## config.mk

```make
export PLATFORM = sky130hd
export DESIGN_NAME = ssc_trim_mod
export DESIGN_NICKNAME = d
export VERILOG_FILES = /design/src/rtl/ssc_pkg.sv /design/src/rtl/ssc_interval_timer.sv /design/src/rtl/ssc_tri_seq.sv /design/src/rtl/ssc_trim_sum.sv /design/src/rtl/ssc_trim_mod.sv
export SDC_FILE = /design/constraint.sdc
export NUM_CORES = 1
export LEC_CHECK = 0
export BUFFER_PORTS_ARGS = -buffer_cell sky130_fd_sc_hd__buf_2
export CORE_UTILIZATION = 50
export CTS_BUF_LIST = sky130_fd_sc_hd__clkbuf_8 sky130_fd_sc_hd__clkbuf_16
export DETAILED_ROUTE_END_ITERATION = 16
export PLACE_DENSITY = 0.7
export SYNTH_ARGS = -nofsm -noshare
export SYNTH_HDL_FRONTEND = slang
export SYNTH_SLANG_ARGS = --single-unit
```

## constraint.sdc

```tcl
create_clock -name clk_osc -period 10.7 [get_ports clk_osc]
set_clock_uncertainty 0.15 [all_clocks]
set_input_delay 0.535 -clock clk_osc [delete_from_list [all_inputs] [get_ports clk_osc]]
set_output_delay 0.535 -clock clk_osc [all_outputs]
set_load 0.02 [all_outputs]
```

## src/rtl/ssc_pkg.sv

```systemverilog
package ssc_pkg;
  // Signed step index of a triangle with peak `half`, for phase p in 0..4*half-1
  function automatic int tri_index(input int p, input int half);
    if (p <= half)          return p;
    else if (p <= 3 * half) return 2 * half - p;
    else                    return p - 4 * half;
  endfunction
endpackage

```

## src/rtl/ssc_interval_timer.sv

```systemverilog
module ssc_interval_timer #(
  parameter int INTERVAL = 32
) (
  input  logic clk,
  input  logic rst_n,
  input  logic run,
  output logic tick
);
  localparam int CNT_W = $clog2(INTERVAL);
  localparam logic [CNT_W-1:0] CNT_LAST = CNT_W'(INTERVAL - 1);

  logic [CNT_W-1:0] cnt_q, cnt_d;

  assign tick = run && (cnt_q == CNT_LAST);

  always_comb begin
    cnt_d = cnt_q;
    if (!run)      cnt_d = '0;
    else if (tick) cnt_d = '0;
    else           cnt_d = cnt_q + 1'b1;
  end

  always_ff @(posedge clk or negedge rst_n) begin
    if (!rst_n) cnt_q <= '0;
    else        cnt_q <= cnt_d;
  end

  // a disabled cycle leaves the counter at zero
  p_cnt_clear_r7: assert property (@(posedge clk) disable iff (!rst_n)
    !run |=> cnt_q == '0);
  // counting advances by one inside an interval
  p_cnt_step_r2: assert property (@(posedge clk) disable iff (!rst_n)
    (run && !tick) |=> cnt_q == $past(cnt_q) + 1'b1);
endmodule

```

## src/rtl/ssc_tri_seq.sv

```systemverilog
module ssc_tri_seq #(
  parameter int HALF  = 3,
  parameter int OFF_W = 3
) (
  input  logic                    clk,
  input  logic                    rst_n,
  input  logic                    run,
  input  logic                    tick,
  output logic [$clog2(4*HALF)-1:0] phase,
  output logic signed [OFF_W-1:0] offset
);
  import ssc_pkg::*;
  localparam int PHASES = 4 * HALF;
  localparam int PH_W   = $clog2(PHASES);
  localparam logic [PH_W-1:0] PH_LAST = PH_W'(PHASES - 1);

  logic [PH_W-1:0] ph_q, ph_d;

  always_comb begin
    ph_d = ph_q;
    if (!run)      ph_d = '0;
    else if (tick) ph_d = (ph_q == PH_LAST) ? '0 : ph_q + 1'b1;
  end

  always_ff @(posedge clk or negedge rst_n) begin
    if (!rst_n) ph_q <= '0;
    else        ph_q <= ph_d;
  end

  assign phase  = ph_q;
  assign offset = OFF_W'(tri_index(int'(ph_q), HALF));

  // the sweep wraps from its last phase back to the start
  p_wrap_r3: assert property (@(posedge clk) disable iff (!rst_n)
    (run && tick && ph_q == PH_LAST) |=> ph_q == '0);
  // the phase holds between interval boundaries
  p_hold_r2: assert property (@(posedge clk) disable iff (!rst_n)
    (run && !tick) |=> $stable(ph_q));
  // the index never leaves the symmetric limit
  p_range_r3: assert property (@(posedge clk) disable iff (!rst_n)
    (offset <= OFF_W'(HALF)) && (offset >= -OFF_W'(HALF)));
endmodule

```

## src/rtl/ssc_trim_sum.sv

```systemverilog
module ssc_trim_sum #(
  parameter int TRIM_W = 7,
  parameter int STEP_W = 3,
  parameter int OFF_W  = 3
) (
  input  logic [TRIM_W-1:0]       cal,
  input  logic [STEP_W-1:0]       step,
  input  logic signed [OFF_W-1:0] offset,
  output logic [TRIM_W-1:0]       code
);
  localparam int SUM_W = TRIM_W + STEP_W + OFF_W + 1;
  localparam logic signed [SUM_W-1:0] CODE_MAX = SUM_W'((2 ** TRIM_W) - 1);

  logic signed [SUM_W-1:0] cal_x, step_x, off_x, sum;

  always_comb begin
    cal_x  = SUM_W'({1'b0, cal});
    step_x = SUM_W'({1'b0, step});
    off_x  = SUM_W'(offset);
    sum    = cal_x + off_x * step_x;
    if (sum < 0)             code = '0;
    else if (sum > CODE_MAX) code = '1;
    else                     code = sum[TRIM_W-1:0];
  end
endmodule

```

## src/rtl/ssc_trim_mod.sv

```systemverilog
module ssc_trim_mod #(
  parameter int TRIM_W   = 7,
  parameter int STEP_W   = 3,
  parameter int INTERVAL = 32,
  parameter int HALF     = 3
) (
  input  logic              clk_osc,
  input  logic              rst_n,
  input  logic              mod_en,
  input  logic [TRIM_W-1:0] cal_code,
  input  logic [STEP_W-1:0] step_lsb,
  output logic [TRIM_W-1:0] trim_code
);
  localparam int OFF_W = $clog2(HALF + 1) + 1;
  localparam int PH_W  = $clog2(4 * HALF);
  localparam logic [STEP_W-1:0] STEP_RST = STEP_W'(1);

  // reset: asynchronous assert, synchronous release
  logic [1:0] rst_sync_q;
  logic       rst_int_n;
  always_ff @(posedge clk_osc or negedge rst_n) begin
    if (!rst_n) rst_sync_q <= '0;
    else        rst_sync_q <= {rst_sync_q[0], 1'b1};
  end
  assign rst_int_n = rst_sync_q[1];

  logic                    tick;
  logic [PH_W-1:0]         phase;
  logic signed [OFF_W-1:0] offset;
  logic [TRIM_W-1:0]       cal_q, cal_d, mod_code;
  logic [STEP_W-1:0]       step_q, step_d;
  logic                    capture;

  ssc_interval_timer #(.INTERVAL(INTERVAL)) u_timer (
    .clk(clk_osc), .rst_n(rst_int_n), .run(mod_en), .tick(tick));

  ssc_tri_seq #(.HALF(HALF), .OFF_W(OFF_W)) u_seq (
    .clk(clk_osc), .rst_n(rst_int_n), .run(mod_en), .tick(tick),
    .phase(phase), .offset(offset));

  // capture calibration and weight while idle or at an interval boundary
  assign capture = !mod_en || tick;

  always_comb begin
    cal_d  = cal_q;
    step_d = step_q;
    if (capture) begin
      cal_d  = cal_code;
      step_d = step_lsb;
    end
  end

  always_ff @(posedge clk_osc or negedge rst_int_n) begin
    if (!rst_int_n) begin
      cal_q  <= '0;
      step_q <= STEP_RST;
    end else begin
      cal_q  <= cal_d;
      step_q <= step_d;
    end
  end

  ssc_trim_sum #(.TRIM_W(TRIM_W), .STEP_W(STEP_W), .OFF_W(OFF_W)) u_sum (
    .cal(cal_q), .step(step_q), .offset(offset), .code(mod_code));

  assign trim_code = mod_en ? mod_code : cal_code;

  // disabled output follows the calibration input
  p_bypass_r1: assert property (@(posedge clk_osc)
    !mod_en |-> trim_code == cal_code);
  // captured calibration holds inside an interval
  p_cal_hold_r8: assert property (@(posedge clk_osc) disable iff (!rst_int_n)
    (mod_en && !tick) |=> ($stable(cal_q) && $stable(step_q)));
  // a non-negative offset never lowers the code
  p_up_r5: assert property (@(posedge clk_osc) disable iff (!rst_int_n)
    (mod_en && offset >= 0) |-> trim_code >= cal_q);
  // a non-positive offset never raises the code
  p_down_r6: assert property (@(posedge clk_osc) disable iff (!rst_int_n)
    (mod_en && offset <= 0) |-> trim_code <= cal_q);
  // re-enable starts at phase zero
  p_restart_r7: assert property (@(posedge clk_osc) disable iff (!rst_int_n)
    !mod_en |=> phase == '0);
  // while in internal reset the sweep sits at its start
  p_reset_r9: assert property (@(posedge clk_osc)
    !rst_int_n |-> phase == '0);
endmodule

```

# After elaboration in Yosys (flattened, before gate mapping)
# Index checks and enable logic that the tools add are counted.
[totals] ff_bits=21 inputBits=13
[classes] n_addsub=5 mul=1 n_lt_le_gt_ge=4 eq_ne=3 mux=10 reduce_logical=3
[op_table] op="2-to-1 mux 7 bit" count=3
[op_table] op="> comparator 14 x 8 -> 1 bit (second input constant)" count=1
[op_table] op="< comparator 14 x 1 -> 1 bit (second input constant)" count=1
[op_table] op="2-to-1 mux 4 bit" count=3
[op_table] op="2-to-1 mux 5 bit" count=2
[op_table] op="adder 8 x 7 -> 9 bit" count=1
[op_table] op="multiplier 3 x 4 -> 7 bit" count=1
[op_table] op="2-to-1 mux 3 bit" count=2
[op_table] op="adder 5 x 1 -> 5 bit (second input constant)" count=1
[op_table] op="equality test 5 bit (second input constant)" count=1
[op_table] op="adder 4 x 1 -> 4 bit (second input constant)" count=1
[op_table] op="equality test 4 bit (second input constant)" count=1
[op_table] op="<= comparator 4 x 2 -> 1 bit (second input constant)" count=1
[op_table] op="<= comparator 4 bit (second input constant)" count=1
[op_table] op="subtractor 3 bit (first input constant)" count=1
[op_table] op="subtractor 3 bit (second input constant)" count=1
[op_table] op="!= test 2 x 1 -> 1 bit (second input constant)" count=1
[op_table] op="logical AND 1 bit" count=1
[op_table] op="zero test 1 bit" count=1
[op_table] op="logical OR 1 bit" count=1

# Longest topological paths before layout
[depth] word_depth=9 depth_mapped=17

# Cells and area by module
# From an unflattened synthesis, not the netlist that was laid out.
[unflattened] hier_cells=167 area_unflattened_um2=1813.0
[modules_own_cells] module="ssc_trim_sum" n_inst=1 cells_per_inst=79 area_each_um2=685.7 seq_area_each_um2=0.0
[modules_own_cells] module="ssc_trim_mod" n_inst=1 cells_per_inst=33 area_each_um2=579.3 seq_area_each_um2=301.5
[modules_own_cells] module="ssc_tri_seq" n_inst=1 cells_per_inst=35 area_each_um2=314.1 seq_area_each_um2=100.1
[modules_own_cells] module="ssc_interval_timer" n_inst=1 cells_per_inst=20 area_each_um2=234.0 seq_area_each_um2=125.1

# Worst setup path before layout
# Ideal clock, no wire load.
[synth_timing] kind="reg-to-output" start="register u_seq.ph_q[0], in the netlist u_seq.phase[0]" end="output trim_code[5]" arrival_time_ns=4.676 required_ns=10.015 setup_slack_ns=5.339 path_stages_with_launch=16 cell_sequence="dfrtp_1 inv_1 ha_1 o21ai_0 a21oi_1 or2_2 fa_1 fa_1 fa_1 inv_1 ha_1 fa_1 a211oi_2 or4_1 nand3_1 a311oi_1"
[synth_via] elab_chain_len=9 word_cells_on_any_way=13
[synth_lines] element="start: declaration" line="ssc_tri_seq.sv:17" text="logic [PH_W-1:0] ph_q, ph_d;"
[synth_lines] element="start signal: assignment" line="ssc_tri_seq.sv:27" text="else ph_q <= ph_d;"
[synth_lines] element="<= comparator 4 bit, or another cell as far along" line="ssc_pkg.sv:5" text="else if (p <= 3 * half) return 2 * half - p;"
[synth_lines] element="2-to-1 mux 3 bit" line="ssc_pkg.sv:5"
[synth_lines] element="2-to-1 mux 3 bit (*)" line="ssc_pkg.sv:4" text="if (p <= half) return p;"
[synth_lines] element="multiplier 3 x 4 -> 7 bit (*)" line="ssc_trim_sum.sv:20" text="sum = cal_x + off_x * step_x;"
[synth_lines] element="adder 8 x 7 -> 9 bit (*)" line="ssc_trim_sum.sv:20"
[synth_lines] element="> comparator 14 x 8 -> 1 bit" line="ssc_trim_sum.sv:22" text="else if (sum > CODE_MAX) code = '1;"
[synth_lines] element="2-to-1 mux 7 bit" line="ssc_trim_sum.sv:22"
[synth_lines] element="2-to-1 mux 7 bit (*)" line="ssc_trim_sum.sv:21" text="if (sum < 0) code = '0;"
[synth_lines] element="2-to-1 mux 7 bit (*)" line="ssc_trim_mod.sv:66" text="assign trim_code = mod_en ? mod_code : cal_code;"
[synth_lines] element="end: declaration" line="ssc_trim_mod.sv:12" text="output logic [TRIM_W-1:0] trim_code"
# Mark *: on every way between the ends. The rest lies on a longest branch, timed or not.

# Worst setup path after layout
[layout_timing] start="register u_seq.ph_q[0], in the netlist u_seq.phase[0]" end="output trim_code[0]"
# The elaborated chain is that of the path after synthesis.

==> out/metrics.csv <==
stage;metric;value;unit
clock_tree;clk_pin_slew;0.08;ns
grt;grt_pass1_vias;1192;
synth;synth_xor_area_share;2.53;%
synth;async_flop_share;100;%
place;place_inst;233;
synth;avgSynthCellArea;10.1;um^2
sta;layout_setup_ws;4.86;ns
sta;setup_viol;0;
synth;yosysSeqAreaShare;30.4;%
pwr;net-switching-power;0.0480;mW
pwr;power_density;90.2;mW/mm^2
synth;synth-edff-count;0;
synth;yosysUniqueCellTypes;45;
worst_setup_path;start_kind;register;
place;port_buffers;19;
clock_tree;cts_tree;done;
sta;rsz0062_at_grt;false;
worst_setup_path;cp_max_fo;10;
sta;relSlewSlack;49.4;%
clock_tree;htree_levels;1;
place;place_congestion;0.801;
pwr;pwr-share-seq;51.7;%
layout;n_antenna_cell;0;
worst_setup_path;worst-path-buf-inv;3;
pwr;p_sw_share;27.8;%
route;wl_per_cell;13.2;um
die;ios;20;
pwr;p_leak;0.905;nW
synth;synth_area;0.00173;mm^2
clock_tree;clockBufferDepth;2;
synth;ys_ff_latch;21;
route;drtPass1Iterations;4;
pwr;p_int;0.125;mW
layout;area_growth;10.6;%
sta;period_share;54.6;%
synth;synth.area.top_cells;dfrtp_1 (29%), ha_1 (16%), fa_1 (6.9%), mux2_2 (5.2%), nor2_1 (3.9%);
synth;synth.area.mux_share;7.50;%
route;vias;1299;
synth;synth-simple-area-share;19.8;%
worst_setup_path;reg2reg_setup_slack;8.45;ns
worst_setup_path;end_kind;output port;
synth;synth_top_area_cell;dfrtp_1;
pwr;clockPowerShare;29.8;%
synth;synth_commonest_cells;ha_1 (22), dfrtp_1 (20), nor2_1 (18);
die;die_area;0.00371;mm^2
sta;finalMaxSlewViolations;0;
clock_tree;clkSinkCount;21;
synth;synth_compound_area_share;12.1;%
route;remaining_drc_errors;0;
worst_setup_path;cp_cell_sequence;inv_1 -> ha_1 -> o21ai_0 -> a21oi_1 -> or2_2 -> fa_1 -> fa_1 -> fa_1 -> inv_1 -> ha_1 -> fa_1 -> a211oi_2 -> nor4_1 -> nor4_2 -> o2bb2ai_1 -> buf_2;
die;die_h;60.9;um
pwr;p_total;0.173;mW
sta;clock.fmax;171;MHz
die;die_x;60.9;um
die;core;0.00334;mm^2
synth;synthesis.nets;213;
grt;antenna_found_initial;0;
flow_run;cap_violations;0;
worst_setup_path;criticalPathCategory;reg -> out;
clock_tree;numCtsBuffers;3;
hold_path;hold_class;reg -> async;
synth;synth_top_family_by_area;adder cells;
sta;whs;0.167;ns
pwr;combPwrFrac;18.5;%
route;routed_wl;3140;um
sta;finalHoldViolCount;0;
sta;min_period;5.84;ns
place;place_ws;5.14;ns
synth;synth_fa_ha_area_share;22.8;%
worst_setup_path;crit_top_cell;fa_1;
sta;tightest_slew;0.759;ns
route;ant_nets;0;
worst_setup_path;cp_slowest_stage_delay;0.56;ns
worst_setup_path;crit_family;adder cells;
worst_setup_path;arrival;5.16;ns
clock_tree;cts_root_buffer;clkbuf_8;
route;vias_per_cell;5.46;
route;drt_iter0_markers;38;
synth;syn_inst;172;
synth;yosysWarnings;0;
synth;synth_top_area_share;28.9;%
clock_tree;cts_setup_buffers;0;
place;placed_cell_area;0.00186;mm^2
clock_tree;clock_latency;0.26;ns
synth;yosysMostFrequentCell;ha_1;
sta;tns;0;ns
worst_setup_path;slowest_stage;fa_1;
layout;drive_gt1_share;21.4;%
layout;layout.nets;234;
grt;grt_overflow;0;
worst_setup_path;cp.required;10.02;ns
synth;dominantRegCellSynth;dfrtp_1;
grt;gr-usage-all-layers;19.2;%
layout;fin_area;0.00192;mm^2
layout;postLayoutCoreUtil;57.5;%
pwr;irDropWorstVdd;0.0651;mV
grt;grt_max_degree;20;
grt;grt_pass1_wl;5200;um
place;dpl.hpwl;2560;um
layout;fin_cells;238;
run_status;status;complete, no violations;
die;start_util;52.0;%
die;std_cell_rows;21;
==> final timing paths <==
path,start,endpoint,depth (start not counted)
worst min register to register,rst_sync_q[1]$_DFF_PN0_,u_seq.phase[0]$_DFFE_PN0P_,0
worst max register to register,u_timer.cnt_q[0]$_DFF_PN0_,cal_q[1]$_DFFE_PN0P_,5
worst max-delay path,u_seq.phase[0]$_DFFE_PN0P_,trim_code[0],16
min in group clk_osc,rst_sync_q[0]$_DFF_PN0_,rst_sync_q[1]$_DFF_PN0_,0
worst min-delay path,rst_sync_q[1]$_DFF_PN0_,u_seq.phase[0]$_DFFE_PN0P_,0
max in group asynchronous,rst_sync_q[1]$_DFF_PN0_,u_seq.phase[1]$_DFFE_PN0P_,0
==> cells by family after synthesis <==
family,after synthesis
AND/OR/NAND/NOR,58
adder cells (fa/ha/maj),28
AO/OA/AOI/OAI,28
flip-flops,21
buffers and inverters,19
multiplexers,12
XOR/XNOR,5
other,1
==> registers in the layout (all words and copies together) (netlist names) <==
signal	count
rst_sync_q	2
cal_q	7
step_q	3
u_seq.phase	4
u_timer.cnt_q	5
==> placed cells by master, fill, tap and decap left out, types with 4 or more instances in the layout <==
| cell type | Yosys | layout |
|---|---|---|
| mux2i_1 | 4 | 4 |
| xnor2_1 | 4 | 4 |
| dfrtp_1 | 20 | 20 |
| and2_1 | 5 | 5 |
| nand2_1 | 9 | 9 |
| nor4_1 | 5 | 5 |
| inv_1 | 14 | 14 |
| mux2_2 | 8 | 8 |
| nor2_1 | 18 | 18 |
| a21oi_1 | 4 | 4 |
| o21ai_0 | 7 | 7 |
| o2bb2ai_1 | 4 | 4 |
| fa_1 | 6 | 6 |
| ha_1 | 22 | 22 |
| buf_2 | 2 | 19 |
==> cell type report <==
type | count | area, um^2
repair buffers | 20 | 105
well taps | 46 | 57.6
flip-flops and latches | 21 | 527
clock buffers | 3 | 41.3
fillers | 302 | 1420
clock inverters | 1 | 5.00
inverters | 15 | 56.3
multi-input cells | 132 | 1130
==> power by group through the flow <==
stage / Combinational (mW) / Clock [mW] / Sequential [mW]
after floorplan: 0.0227 / 0 / 0.0895
after global placement: 0.0312 / 0 / 0.0908
after detailed placement: 0.0317 / 0 / 0.0912
after CTS: 0.0324 / 0.0534 / 0.0896
after global routing: 0.0359 / 0.0560 / 0.0906
final: 0.0319 / 0.0516 / 0.0895
==> metal layers <==
layer / up-vias / part of all wire (%) / GRT usage (%)
li1: 650 / - / -
met4: 0 / 1.4 / 6.82
met2: 30 / 46 / 30.5
met5: - / 0 / 0
met1: 613 / 48 / 26.0
met3: 6 / 4.1 / 4.05
==> timing repair <==
| action | CTS | global route |
|---|---|---|
| resized for setup | 0 | 0 |
| endpoints found under the setup margin | 0 | 0 |
| hold buffers | 1 | 0 |
| endpoints found under the hold margin | 2 | 0 |
Note: power is estimated with default switching activity, not from simulation.
